<file path="config.mk">
export PLATFORM = sky130hd
export DESIGN_NAME = rxmii_front
export DESIGN_NICKNAME = d
export VERILOG_FILES = /design/src/rtl/rxmii_pkg.sv /design/src/rtl/rxmii_clkgen.sv /design/src/rtl/rxmii_framer.sv /design/src/rtl/rxmii_status.sv /design/src/rtl/rxmii_front.sv
export SDC_FILE = /design/constraint.sdc
export NUM_CORES = 1
export LEC_CHECK = 0
export BUFFER_PORTS_ARGS = -buffer_cell sky130_fd_sc_hd__buf_2
export CORE_MARGIN = 2
export CORE_UTILIZATION = 35
export DETAILED_ROUTE_END_ITERATION = 6
export HOLD_SLACK_MARGIN = 0.12
export PLACE_DENSITY = 0.62
export SETUP_SLACK_MARGIN = 0.05
export SYNTH_ARGS = -nofsm -noshare
export SYNTH_HDL_FRONTEND = slang
export SYNTH_HIERARCHICAL = 1
export SYNTH_SLANG_ARGS = --single-unit
</file>
<file path="constraint.sdc">
create_clock -name clk -period 3.83 [get_ports clk]
set_input_delay 0.5745 -clock clk [delete_from_list [all_inputs] [get_ports clk]]
set_output_delay 0.5745 -clock clk [all_outputs]
set_load 0.1 [all_outputs]
</file>
<file path="src/rtl/rxmii_pkg.sv">
package rxmii_pkg;

   // frame tracking states of the delivery stage
   typedef enum logic [1:0] {
      FS_IDLE = 2'd0,
      FS_HUNT = 2'd1,
      FS_PASS = 2'd2,
      FS_TAIL = 2'd3
   } frm_st_t;

   // per-nibble qualifiers captured with the nibble
   typedef struct packed {
      logic act;
      logic pre;
      logic sfd;
      logic last;
   } beat_flags_t;

endpackage

</file>
<file path="src/rtl/rxmii_clkgen.sv">
module rxmii_clkgen #(
   parameter int HALF_FAST = 2,
   parameter int HALF_SLOW = 20,
   parameter bit GATE_OK   = 1'b1
) (
   input  logic clk,
   input  logic rst,
   input  logic spd100_i,
   input  logic gate_en_i,
   input  logic busy_i,
   output logic rx_clk_o,
   output logic fall_tick_o,
   output logic gated_o
);
   localparam int HMAX = (HALF_SLOW > HALF_FAST) ? HALF_SLOW : HALF_FAST;
   localparam int CW   = $clog2(HMAX) + 1;

   if (HALF_FAST < 1) begin : g_bad_fast
      $error("rxmii_clkgen: HALF_FAST must be at least 1");
   end
   if (HALF_SLOW < 1) begin : g_bad_slow
      $error("rxmii_clkgen: HALF_SLOW must be at least 1");
   end

   logic [CW-1:0] ph_q;
   logic [CW-1:0] lim;
   logic          rxc_q;
   logic          turn;

   assign lim  = spd100_i ? CW'(HALF_FAST - 1) : CW'(HALF_SLOW - 1);
   assign turn = (ph_q >= lim);

   always_ff @(posedge clk) begin
      if (rst) begin
         ph_q  <= '0;
         rxc_q <= 1'b0;
      end else if (turn) begin
         ph_q  <= '0;
         rxc_q <= ~rxc_q;
      end else begin
         ph_q  <= ph_q + CW'(1);
      end
   end

   assign fall_tick_o = turn & rxc_q;

   if (GATE_OK) begin : g_gate
      logic hold_q;
      // the hold flag moves only when the divided clock falls, so the
      // visible clock never shows a shortened pulse
      always_ff @(posedge clk) begin
         if (rst) begin
            hold_q <= 1'b0;
         end else if (fall_tick_o) begin
            hold_q <= gate_en_i & spd100_i & ~busy_i;
         end
      end
      assign gated_o = hold_q;


      gate_speed_chk: assert property (@(posedge clk) disable iff (rst)
         (hold_q && !$past(hold_q)) |-> $past(spd100_i && gate_en_i && !busy_i));
   end else begin : g_free
      logic unused_gate;
      assign unused_gate = gate_en_i | busy_i;
      assign gated_o     = 1'b0;
   end

   assign rx_clk_o = rxc_q & ~gated_o;


   clk_hold_chk: assert property (@(posedge clk) disable iff (rst)
      $fell(rx_clk_o) |-> $past(turn) || $past(fall_tick_o) || gated_o);

endmodule

</file>
<file path="src/rtl/rxmii_framer.sv">
module rxmii_framer
   import rxmii_pkg::*;
#(
   parameter int NIB_W = 4
) (
   input  logic             clk,
   input  logic             rst,
   input  logic             tick_i,
   input  logic             spd100_i,
   input  beat_flags_t      flags_i,
   input  logic [NIB_W-1:0] nib_i,
   output logic             rx_dv_o,
   output logic [NIB_W-1:0] rxd_o,
   output logic             busy_o
);
   if (NIB_W < 1) begin : g_bad_w
      $error("rxmii_framer: NIB_W must be at least 1");
   end

   beat_flags_t      s1_f;
   logic [NIB_W-1:0] s1_nib;
   frm_st_t          st_q, st_d;
   logic             dv_q, dv_d;
   logic [NIB_W-1:0] rxd_q, rxd_d;

   // capture stage: one receive period of look-ahead
   always_ff @(posedge clk) begin
      if (rst) begin
         s1_f   <= '0;
         s1_nib <= '0;
      end else if (tick_i) begin
         s1_f   <= flags_i;
         s1_nib <= nib_i;
      end
   end

   always_comb begin
      st_d  = st_q;
      dv_d  = 1'b0;
      rxd_d = '0;
      if (!s1_f.act) begin
         st_d = FS_IDLE;
      end else begin
         unique case (st_q)
            FS_IDLE, FS_HUNT: begin
               if (spd100_i || s1_f.sfd) begin
                  dv_d  = 1'b1;
                  rxd_d = s1_nib;
                  st_d  = s1_f.last ? FS_TAIL : FS_PASS;
               end else if (s1_f.pre) begin
                  st_d = FS_HUNT;
               end else begin
                  st_d = FS_TAIL;
               end
            end
            FS_PASS: begin
               dv_d  = 1'b1;
               rxd_d = s1_nib;
               st_d  = s1_f.last ? FS_TAIL : FS_PASS;
            end
            default: begin
               st_d = FS_TAIL;
            end
         endcase
      end
   end

   always_ff @(posedge clk) begin
      if (rst) begin
         st_q  <= FS_IDLE;
         dv_q  <= 1'b0;
         rxd_q <= '0;
      end else if (tick_i) begin
         st_q  <= st_d;
         dv_q  <= dv_d;
         rxd_q <= rxd_d;
      end
   end

   assign rx_dv_o = dv_q;
   assign rxd_o   = rxd_q;
   assign busy_o  = flags_i.act | s1_f.act;


   idle_data_zero_chk: assert property (@(posedge clk) disable iff (rst)
      !rx_dv_o |-> (rxd_o == '0));


   slow_sfd_rise_chk: assert property (@(posedge clk) disable iff (rst)
      ($rose(rx_dv_o) && !$past(spd100_i)) |-> $past(s1_f.sfd));


   tick_only_chk: assert property (@(posedge clk) disable iff (rst)
      !$past(tick_i) |-> ($stable(rx_dv_o) && $stable(rxd_o)));

endmodule

</file>
<file path="src/rtl/rxmii_status.sv">
module rxmii_status #(
   parameter bit SQE_EN  = 1'b1,
   parameter int SQE_GAP = 8,
   parameter int SQE_LEN = 4
) (
   input  logic clk,
   input  logic rst,
   input  logic spd100_i,
   input  logic rep_i,
   input  logic full_dpx_i,
   input  logic tx_act_i,
   input  logic rx_act_i,
   output logic crs_o,
   output logic col_o
);
   localparam int SQE_TOT = SQE_GAP + SQE_LEN;
   localparam int SW      = $clog2(SQE_TOT + 1);

   if (SQE_LEN < 1) begin : g_bad_len
      $error("rxmii_status: SQE_LEN must be at least 1");
   end
   if (SQE_GAP < 0) begin : g_bad_gap
      $error("rxmii_status: SQE_GAP must not be negative");
   end

   logic sqe_on;

   if (SQE_EN) begin : g_sqe
      logic          tx_d_q;
      logic [SW-1:0] cnt_q;
      always_ff @(posedge clk) begin
         if (rst) begin
            tx_d_q <= 1'b0;
            cnt_q  <= '0;
         end else begin
            tx_d_q <= tx_act_i;
            if (tx_d_q && !tx_act_i) begin
               cnt_q <= SW'(SQE_TOT);
            end else if (cnt_q != '0) begin
               cnt_q <= cnt_q - SW'(1);
            end
         end
      end
      assign sqe_on = (cnt_q != '0) && (cnt_q <= SW'(SQE_LEN));
   end else begin : g_nosqe
      assign sqe_on = 1'b0;
   end

   always_ff @(posedge clk) begin
      if (rst) begin
         crs_o <= 1'b0;
         col_o <= 1'b0;
      end else begin
         crs_o <= rx_act_i | (tx_act_i & ~rep_i);
         col_o <= ~full_dpx_i & ((tx_act_i & rx_act_i) | (sqe_on & ~spd100_i));
      end
   end


   full_no_col_chk: assert property (@(posedge clk) disable iff (rst)
      $past(full_dpx_i) |-> !col_o);


   rep_crs_chk: assert property (@(posedge clk) disable iff (rst)
      ($past(rep_i) && !$past(rx_act_i)) |-> !crs_o);


   fast_no_hb_chk: assert property (@(posedge clk) disable iff (rst)
      ($past(spd100_i) && !$past(rx_act_i)) |-> !col_o);

endmodule

</file>
<file path="src/rtl/rxmii_front.sv">
module rxmii_front
   import rxmii_pkg::*;
#(
   parameter int NIB_W     = 4,
   parameter int HALF_FAST = 2,
   parameter int HALF_SLOW = 20,
   parameter bit GATE_OK   = 1'b1,
   parameter bit SQE_EN    = 1'b1,
   parameter int SQE_GAP   = 8,
   parameter int SQE_LEN   = 4
) (
   input  logic             clk,
   input  logic             rst,
   input  logic             spd100_i,
   input  logic             rep_i,
   input  logic             full_dpx_i,
   input  logic             iso_i,
   input  logic             gate_en_i,
   input  logic             tx_act_i,
   input  logic             rx_act_i,
   input  logic [NIB_W-1:0] rx_nib_i,
   input  logic             rx_pre_i,
   input  logic             rx_sfd_i,
   input  logic             rx_last_i,
   output logic             rx_clk_o,
   output logic             rx_dv_o,
   output logic [NIB_W-1:0] rxd_o,
   output logic             crs_o,
   output logic             col_o,
   output logic             mii_oe_o
);
   if (HALF_SLOW < HALF_FAST) begin : g_bad_ratio
      $error("rxmii_front: HALF_SLOW must not be below HALF_FAST");
   end

   logic        tick;
   logic        gated;
   logic        busy;
   beat_flags_t flags;

   assign flags = '{act: rx_act_i, pre: rx_pre_i, sfd: rx_sfd_i, last: rx_last_i};

   rxmii_clkgen #(
      .HALF_FAST (HALF_FAST),
      .HALF_SLOW (HALF_SLOW),
      .GATE_OK   (GATE_OK)
   ) clkgen_i (
      .clk         (clk),
      .rst         (rst),
      .spd100_i    (spd100_i),
      .gate_en_i   (gate_en_i),
      .busy_i      (busy),
      .rx_clk_o    (rx_clk_o),
      .fall_tick_o (tick),
      .gated_o     (gated)
   );

   rxmii_framer #(
      .NIB_W (NIB_W)
   ) framer_i (
      .clk      (clk),
      .rst      (rst),
      .tick_i   (tick),
      .spd100_i (spd100_i),
      .flags_i  (flags),
      .nib_i    (rx_nib_i),
      .rx_dv_o  (rx_dv_o),
      .rxd_o    (rxd_o),
      .busy_o   (busy)
   );

   rxmii_status #(
      .SQE_EN  (SQE_EN),
      .SQE_GAP (SQE_GAP),
      .SQE_LEN (SQE_LEN)
   ) status_i (
      .clk        (clk),
      .rst        (rst),
      .spd100_i   (spd100_i),
      .rep_i      (rep_i),
      .full_dpx_i (full_dpx_i),
      .tx_act_i   (tx_act_i),
      .rx_act_i   (rx_act_i),
      .crs_o      (crs_o),
      .col_o      (col_o)
   );

   assign mii_oe_o = ~iso_i;


   reset_quiet_chk: assert property (@(posedge clk) disable iff (rst)
      $past(rst) |-> (!rx_dv_o && !crs_o && !col_o && rxd_o == '0));


   dv_clock_live_chk: assert property (@(posedge clk) disable iff (rst)
      $rose(rx_dv_o) |-> (!gated && !$past(gated)));

endmodule

</file>
# After elaboration in Yosys (flattened, before gate mapping)
# Index checks and enable logic that the tools add are counted.
# totals
regBits,30
latchBits,0
mem_bits_rw,0
romBits,0
input_bits,16
out_inout_bits,9
wordCells,64
n_memories,0
# op_classes
add_sub_neg,2
n_mul,0
n_div,0
order_cmp,2
eq_ne,2
n_shift,0
n_mux,14
n_bitwise,18
reduce_logical,10
# ops
cell,n
$mux 4,4
$and 1x1->1,8
$pmux 4 s2,1
$not 1->1,7
$add 6x1->6 const B,1
$ge 6x6->1,1
$mux 2,3
$reduce_or 2->1,3
$mux 5,1
$le 4x3->1 const B,1
$pmux 2 s2,1
$reduce_bool 4->1,1
$sub 4x1->4 const B,1
$mux 1,3
$or 1x1->1,3
$eq 2x1->1 const B,1
$eq 2x2->1 const B,1
$logic_and 1x1->1,2
$logic_not 2->1,1
$pmux 1 s2,1
$reduce_bool 2->1,1
$logic_not 1->1,1
$logic_or 1x1->1,1

# Longest topological paths before layout
# Gate-level depths: netlist (run 1).
# depth
ltp_word,5
ltp_mapped,7
depth_no_buf,6

# By module
# The synthesis (run 1) kept the hierarchy.
# by_module_without_submodules
module,instances,cells_per_inst,area_each_um2,seq_area_each_um2
rxmii_framer,1,61,611.8,300.3
rxmii_clkgen,1,37,362.8,160.2
rxmii_status,1,33,305.3,140.1
rxmii_front,1,1,3.8,0.0

# Worst setup path before layout (run 1)
# No wires, ideal clock.
# synth_path
kind,register -> output
from,register clkgen_i.rxc_q
to,output port rx_clk_o
arrival_time_ns,1.677
slack_ns,1.579
stages_incl_launch_ff,2
n_path_buf,0
path_cell_list,dfxtp_1 > nor2b_1
# synth_between
elab_chain_len,1
# synth_lines
element,line,source
start: declaration,rxmii_clkgen.sv:27,logic rxc_q;
start signal: assignment,rxmii_clkgen.sv:39,rxc_q <= ~rxc_q;
$and 1x1->1,rxmii_clkgen.sv:69,assign rx_clk_o = rxc_q & ~gated_o;
end: declaration,rxmii_front.sv:25,"output logic rx_clk_o,"
# No other way between the ends.

# Final worst setup path (run 1)
# layout_path
from,input port spd100_i
to,register framer_i.st_q[0]
# layout_lines
element,line,source
start: declaration,rxmii_front.sv:14,"input logic spd100_i,"
$mux 5,rxmii_clkgen.sv:30,assign lim = spd100_i ? CW'(HALF_FAST - 1) : CW'(HALF_SLOW - 1);
$ge 6x6->1,rxmii_clkgen.sv:31,assign turn = (ph_q >= lim);
$and 1x1->1,rxmii_clkgen.sv:45,assign fall_tick_o = turn & rxc_q;
named net tick,rxmii_front.sv:36,logic tick;
end signal: assignment,rxmii_framer.sv:74,st_q <= st_d;
end: declaration,rxmii_framer.sv:22,"frm_st_t st_q, st_d;"
# The timed path passes the listed nets, and every way through them passes these cells.
# A chain may end at the register's enable or synchronous reset.

==> impl_metrics.toml, run 1 <==
[floorplanning]
die_area_um2 = 4170
core_um2 = 3610
die_w_um = 64.6
die_y_um = 64.6
rows = 22
pin_count = 25
initial_core_util_pct = 35.6

[drt]
drc_errors = 0
routedWlPerCell_um = 11.3
vias = 995
finalWirelength_um = 2340
viasPerCell = 4.78
drt_iter0_drc = 31
antenna_left = 0
dr.pass1.iters = 4

[setup_path]
critical_path.max_stage_delay_ns = 0.83
critical_path_class = "input port to flip-flop"
worst-path-stages = 7
rr_worst_depth = 6
worstPathRequired_ns = 4.00
cp.arrival_ns = 2.58
r2r-start = "clkgen_i/ph_q[1]"
cp_top_family = "compound AO/OA/AOI/OAI gates"
r2r_end = "framer_i/st_q[0]"
crit_buf_inv = 1
crit_slowest_cell = "a21oi_2"
r2r_setup_slack_ns = 1.55
endpoint = "framer_i/st_q[0]"
crit_chain = "buf_2 > ha_1 > a211oi_1 > a21oi_2 > o21ai_2 > mux2_2 > o221a_1"
startpoint = "spd100_i"
critPathMaxFanout = 20
cp-start-kind = "input port"
crit_path_end_kind = "flip-flop"

[synthesis]
ys_seq_elements = 30
postSynthCellCount = 132
synth_compound_area_share_pct = 13.1
synthAdderAreaFrac_pct = 3.90
syn_avg_cell_area_um2 = 9.73
ys_async_sr_fraction_pct = 0
yosys.cell_types.count = 36
synth-simple-area-share_pct = 19.8
seq_area_frac_synth_pct = 46.8
synth_area_um2 = 1280
syn-num-nets = 152
muxShareOfSynthArea_pct = 8.67
yosysWarnings = 6
synth_xor_area_share_pct = 2.73
synth-main-ff-cell = "dfxtp_1"
synth_edf_count = 0
synth_top_family_by_area = "simple AND/OR/NAND/NOR gates"

[pwr]
p_per_area_nw_per_um2 = 545
vdd_drop_max_v = 0.000170
p_leak_nw = 0.603

[job]
maxCapViolCount = 0

[cells_and_area]
drive_gt1_share_pct = 25.0
num-fill-cells = 376
multiInputGateArea_um2 = 622
nNetsFinal = 179
diodes = 0
register_area_um2 = 601
area_delta_synth_final_pct = 19.6
final_area_um2 = 1540
fin_cells = 208

[sta]
fin_crit_sh_pct = 63.1
setup_ws_ns = 1.41
relSlewSlack_pct = 26.8
drv_slew = 0
period_needed_ns = 2.42
fin_setup_tns_ns = 0
worstMarginPinSlew_ns = 1.10
final_hold_viol_count = 0
skew_ns = 0.00365
holdWs_ns = 0.458
fmax_ghz = 0.414
grt_setup_unrepaired = "no"
setup-violations-final = 0

[clocking]
cts_tree = "done"
numCtsBuffers = 5
cts_resized = 0
clock_latency_ns = 0.27
cts_max_level = 2
root_buffer = "clkbuf_8"
clk_pin_slew_worst_paths_ns = 0.06
clock_sinks = 30
cts_buffer_depth = 2
cts_setup_buffers = 0
cts_hold_buf = 0

[status]
status = "finished, final reports clean"

[place]
place_ws_ns = 1.13
postPlaceCellArea_um2 = 1440
portBuffers = 24
dp.cells = 200
gp_congestion = 0.695
dp_hpwl_um = 1720

[global_route]
overflow = 0
grt_first_pass_wirelength_um = 3840
grt.total_usage_pct = 12.3
antenna_found_initial = 0
grt_max_degree = 30
grt_pass1_vias = 917

[min_path]
hold_path_class = "input port to flip-flop"
[registers in the layout, indices dropped and copies added (netlist names)]
signal,cells
status_i/crs_o,1
framer_i/s1_f,4
status_i/g_sqe.tx_d_q,1
status_i/g_sqe.cnt_q,4
clkgen_i/gated_o,1
framer_i/rxd_o,4
framer_i/rx_dv_o,1
framer_i/s1_nib,4
status_i/col_o,1
clkgen_i/ph_q,6
clkgen_i/rxc_q,1
framer_i/st_q,2
[cell usage in the layout, fill, tap and decap left out, drive strengths merged, types with 2 or more instances in the layout]
| cell type | n |
|---|---|
| dfxtp | 30 |
| a2111oi | 2 |
| nand3 | 4 |
| clkbuf | 6 |
| nand2 | 3 |
| a2111o | 2 |
| xor2 | 2 |
| nor2 | 18 |
| xnor2 | 2 |
| ha | 4 |
| nor2b | 3 |
| mux2i | 10 |
| nor3 | 6 |
| buf | 24 |
| a21oi | 6 |
| o32ai | 4 |
| nand2b | 8 |
| inv | 10 |
[worst reg2reg max path: stages, from the launching register on]
cell	delay, ns
dfxtp_1	0.33
ha_1	0.31
a211oi_1	0.10
a21oi_2	0.83
o21ai_2	0.10
mux2_2	0.29
o221a_1	0.22
[routing by layer]
layer / vias to the layer above / wire length, um / global-route usage, %
met1: 453 / 1060 / 13.3
met4: 0 / 29 / 5.59
met2: 25 / 1120 / 20.7
met3: 2 / 131 / 5.38
met5: - / 0 / 0
li1: 515 / - / -
[worst min-delay path by stage]
stage,from,end,slack [ns],cells after the start
global placement,framer_i/rxd_o[0],framer_i/rxd_o[0],0.47,2
finish,full_dpx_i,status_i/col_o,0.46,2
detailed placement,framer_i/rxd_o[0],framer_i/rxd_o[0],0.46,2
global route,full_dpx_i,status_i/col_o,0.44,2
floorplan,clkgen_i/ph_q[0],clkgen_i/ph_q[0],0.44,1
CTS,full_dpx_i,status_i/col_o,0.45,2
[cells in the mapped netlist, types with 2 or more instances]
master,number,area [um2]
dfxtp_1,30,601
nor2_1,18,67.6
inv_1,10,37.5
mux2i_1,10,100
nand2b_1,8,50.1
a21oi_1,6,30.0
nor3_1,5,25.0
ha_1,4,50.1
nand3_1,4,20.0
o32ai_1,4,35.0
nand2_1,3,11.3
nor2b_1,3,18.8
a2111o_1,2,22.5
xnor2_1,2,17.5
xor2_1,2,17.5
[power breakdown]
| part | switching [W] | leakage, nW | total (W) | internal (W) |
|---|---|---|---|---|
| Combinational | 0.000115 | 0.312 | 0.000213 | 0.0000974 |
| Clock | 0.000113 | 0.0472 | 0.000257 | 0.000144 |
| Sequential | 0.0000247 | 0.244 | 0.000366 | 0.000342 |
[metrics by stage]
stage	power (W)	util [%]
2_1_floorplan	0.000542	-
3_3_place_gp	0.000574	39.9
3_5_place_dp	0.000586	39.9
4_1_cts	0.000847	42.6
5_1_grt	0.000888	42.6
6_report	0.000836	42.6
[area by class of cell]
cell class              count  area share (%)
well taps                  48            3.91
multi-input cells          88            40.5
clock buffers               6            5.38
clock inverters             2           0.815
flip-flops and latches     30            39.1
repair buffers             24            7.82
inverters                  10            2.44
[cell families after synthesis]
| kind of cell | after synthesis |
|---|---|
| flops | 30 |
| simple gates | 48 |
| fa+ha+maj | 4 |
| buf+inv | 14 |
| xor+xnor | 4 |
| mux | 11 |
| compound gates | 21 |
(Power assumes the default switching activity.)
==> run 2: changes to the inputs <==
==> constraint.sdc (replaced) <==
create_clock -name clk -period 2.5 [get_ports clk]
set_input_delay 0.375 -clock clk [delete_from_list [all_inputs] [get_ports clk]]
set_output_delay 0.375 -clock clk [all_outputs]
set_load 0.1 [all_outputs]
==> impl_metrics.toml, run 2 (synthesized netlist as in run 1, its figures left out) <==
[status]
status = "finished, final reports clean"

[drt]
drc_errors = 0
drt_iter0_drc = 29
viasPerCell = 4.72
vias = 987
antenna_left = 0
routedWlPerCell_um = 11.1
dr.pass1.iters = 4
finalWirelength_um = 2310

[clocking]
root_buffer = "clkbuf_8"
cts_setup_buffers = 0
clock_sinks = 30
cts_buffer_depth = 2
cts_resized = 0
numCtsBuffers = 5
cts_max_level = 2
clk_pin_slew_worst_paths_ns = 0.06
clock_latency_ns = 0.28
cts_hold_buf = 0
cts_tree = "done"

[cells_and_area]
drive_gt1_share_pct = 25.5
final_cell_mix = "dfxtp_1 (30), buf_2 (24), nor2_1 (18)"
fin_cells = 209
area_delta_synth_final_pct = 20.2
diodes = 0
largest_register_ffs = 6
final_area_um2 = 1540
nNetsFinal = 180
final_common_cell = "dfxtp_1"
regMostFlops = "clkgen_i/ph_q"

[job]
maxCapViolCount = 0

[sta]
fmax_ghz = 0.522
holdWs_ns = 0.246
fin_crit_sh_pct = 76.7
final_hold_viol_count = 0
worstMarginPinSlew_ns = 0.590
period_needed_ns = 1.92
drv_slew = 0
skew_ns = 0.00416
fin_setup_tns_ns = 0
relSlewSlack_pct = 60.7
grt_setup_unrepaired = "no"
setup-violations-final = 0

[floorplanning]
initial_core_util_pct = 35.6
core_um2 = 3610
die_y_um = 64.6
pin_count = 25
die_area_um2 = 4170
rows = 22
die_w_um = 64.6

[setup_path]
critical_path_class = "flip-flop to flip-flop"
rr_worst_depth = 6
critPathMaxFanout = 10
worstPathRequired_ns = 2.67
crit_path_end_kind = "flip-flop"
cp.arrival_ns = 2.09
r2r_end = "framer_i/st_q[0]"
r2r-start = "clkgen_i/ph_q[4]"
r2r_setup_slack_ns = 0.58
cp-start-kind = "flip-flop"

[pwr]
seq_power_share_pct = 43.9
combPwrFrac_pct = 24.9
clock_power_share_pct = 31.2
power_switching_w = 0.000389
p_leak_nw = 0.609
p_per_area_nw_per_um2 = 831
intPower_w = 0.000892
vdd_drop_max_v = 0.000305
switching_share_pct = 30.4

[place]
dp_hpwl_um = 1690
gp_congestion = 0.786
dp.cells = 201
portBuffers = 24
postPlaceCellArea_um2 = 1450

[min_path]
hold_path_class = "input port to flip-flop"
holdPathEnd = "status_i/col_o"
worstHoldPathCells = 2
hold_start = "full_dpx_i"

[global_route]
grt_first_pass_wirelength_um = 4000
overflow = 0
antenna_found_initial = 0
grt.total_usage_pct = 12.8
grt_pass1_vias = 980
grt_max_degree = 30
run 2: worst max path at each step:
stage / from / to / slack, ns / cells past startpoint
2_1_floorplan: clkgen_i/rxc_q / rx_clk_o / 0.45 / 1
6_report: clkgen_i/ph_q[4] / framer_i/st_q[0] / 0.58 / 6
5_1_grt: clkgen_i/ph_q[1] / framer_i/s1_nib[3] / 0.45 / 6
3_3_place_gp: spd100_i / framer_i/st_q[0] / 0.43 / 7
3_5_place_dp: spd100_i / framer_i/st_q[0] / 0.35 / 7
4_1_cts: clkgen_i/ph_q[4] / framer_i/st_q[0] / 0.56 / 6
run 2: area by class of cell:
cell class                      instances  area [um2]
Multi-Input combinational cell         88         622
Fill cell                             359        2060
Clock inverter                          2        12.5
Tap cell                               48        60.1
Timing Repair Buffer                   25         128
Clock buffer                            6        82.6
Inverter                               10        37.5
Sequential cell                        30         601
run 2: routing by layer:
| metal | track usage [%] | vias to the layer above | share of wire (%) |
|---|---|---|---|
| met5 | 0 | - | 0 |
| met4 | 9.57 | 0 | 1.9 |
| met3 | 3.82 | 4 | 4.3 |
| met2 | 20.8 | 20 | 49 |
| met1 | 14.1 | 449 | 45 |
| li1 | - | 514 | - |
run 2: critical path, stage by stage (launching register included):
cell and delay [ns]:
dfxtp_1 0.33, ha_1 0.32, o31ai_1 0.09, a21oi_2 0.46, o21ai_2 0.10, mux2_2 0.28, o221a_1 0.23
run 2: metrics by stage:
| stage | utilization (%) | power (W) | setup WS [ns] |
|---|---|---|---|
| final | 42.8 | 0.00128 | 0.583 |
| after global routing | 42.8 | 0.00136 | 0.454 |
| after CTS | 42.8 | 0.00130 | 0.563 |
| after detailed placement | 40.1 | 0.000896 | 0.347 |
| after global placement | 40.1 | 0.000879 | 0.428 |
| after floorplan | - | 0.000831 | 0.448 |
run 2: power by group through the flow:
| stage | clock network (W) | logic, W | registers, W |
|---|---|---|---|
| after floorplan | 0 | 0.000245 | 0.000586 |
| after global placement | 0 | 0.000308 | 0.000571 |
| after detailed placement | 0 | 0.000322 | 0.000574 |
| after CTS | 0.000415 | 0.000324 | 0.000563 |
| after global routing | 0.000441 | 0.000350 | 0.000570 |
| final | 0.000400 | 0.000319 | 0.000563 |
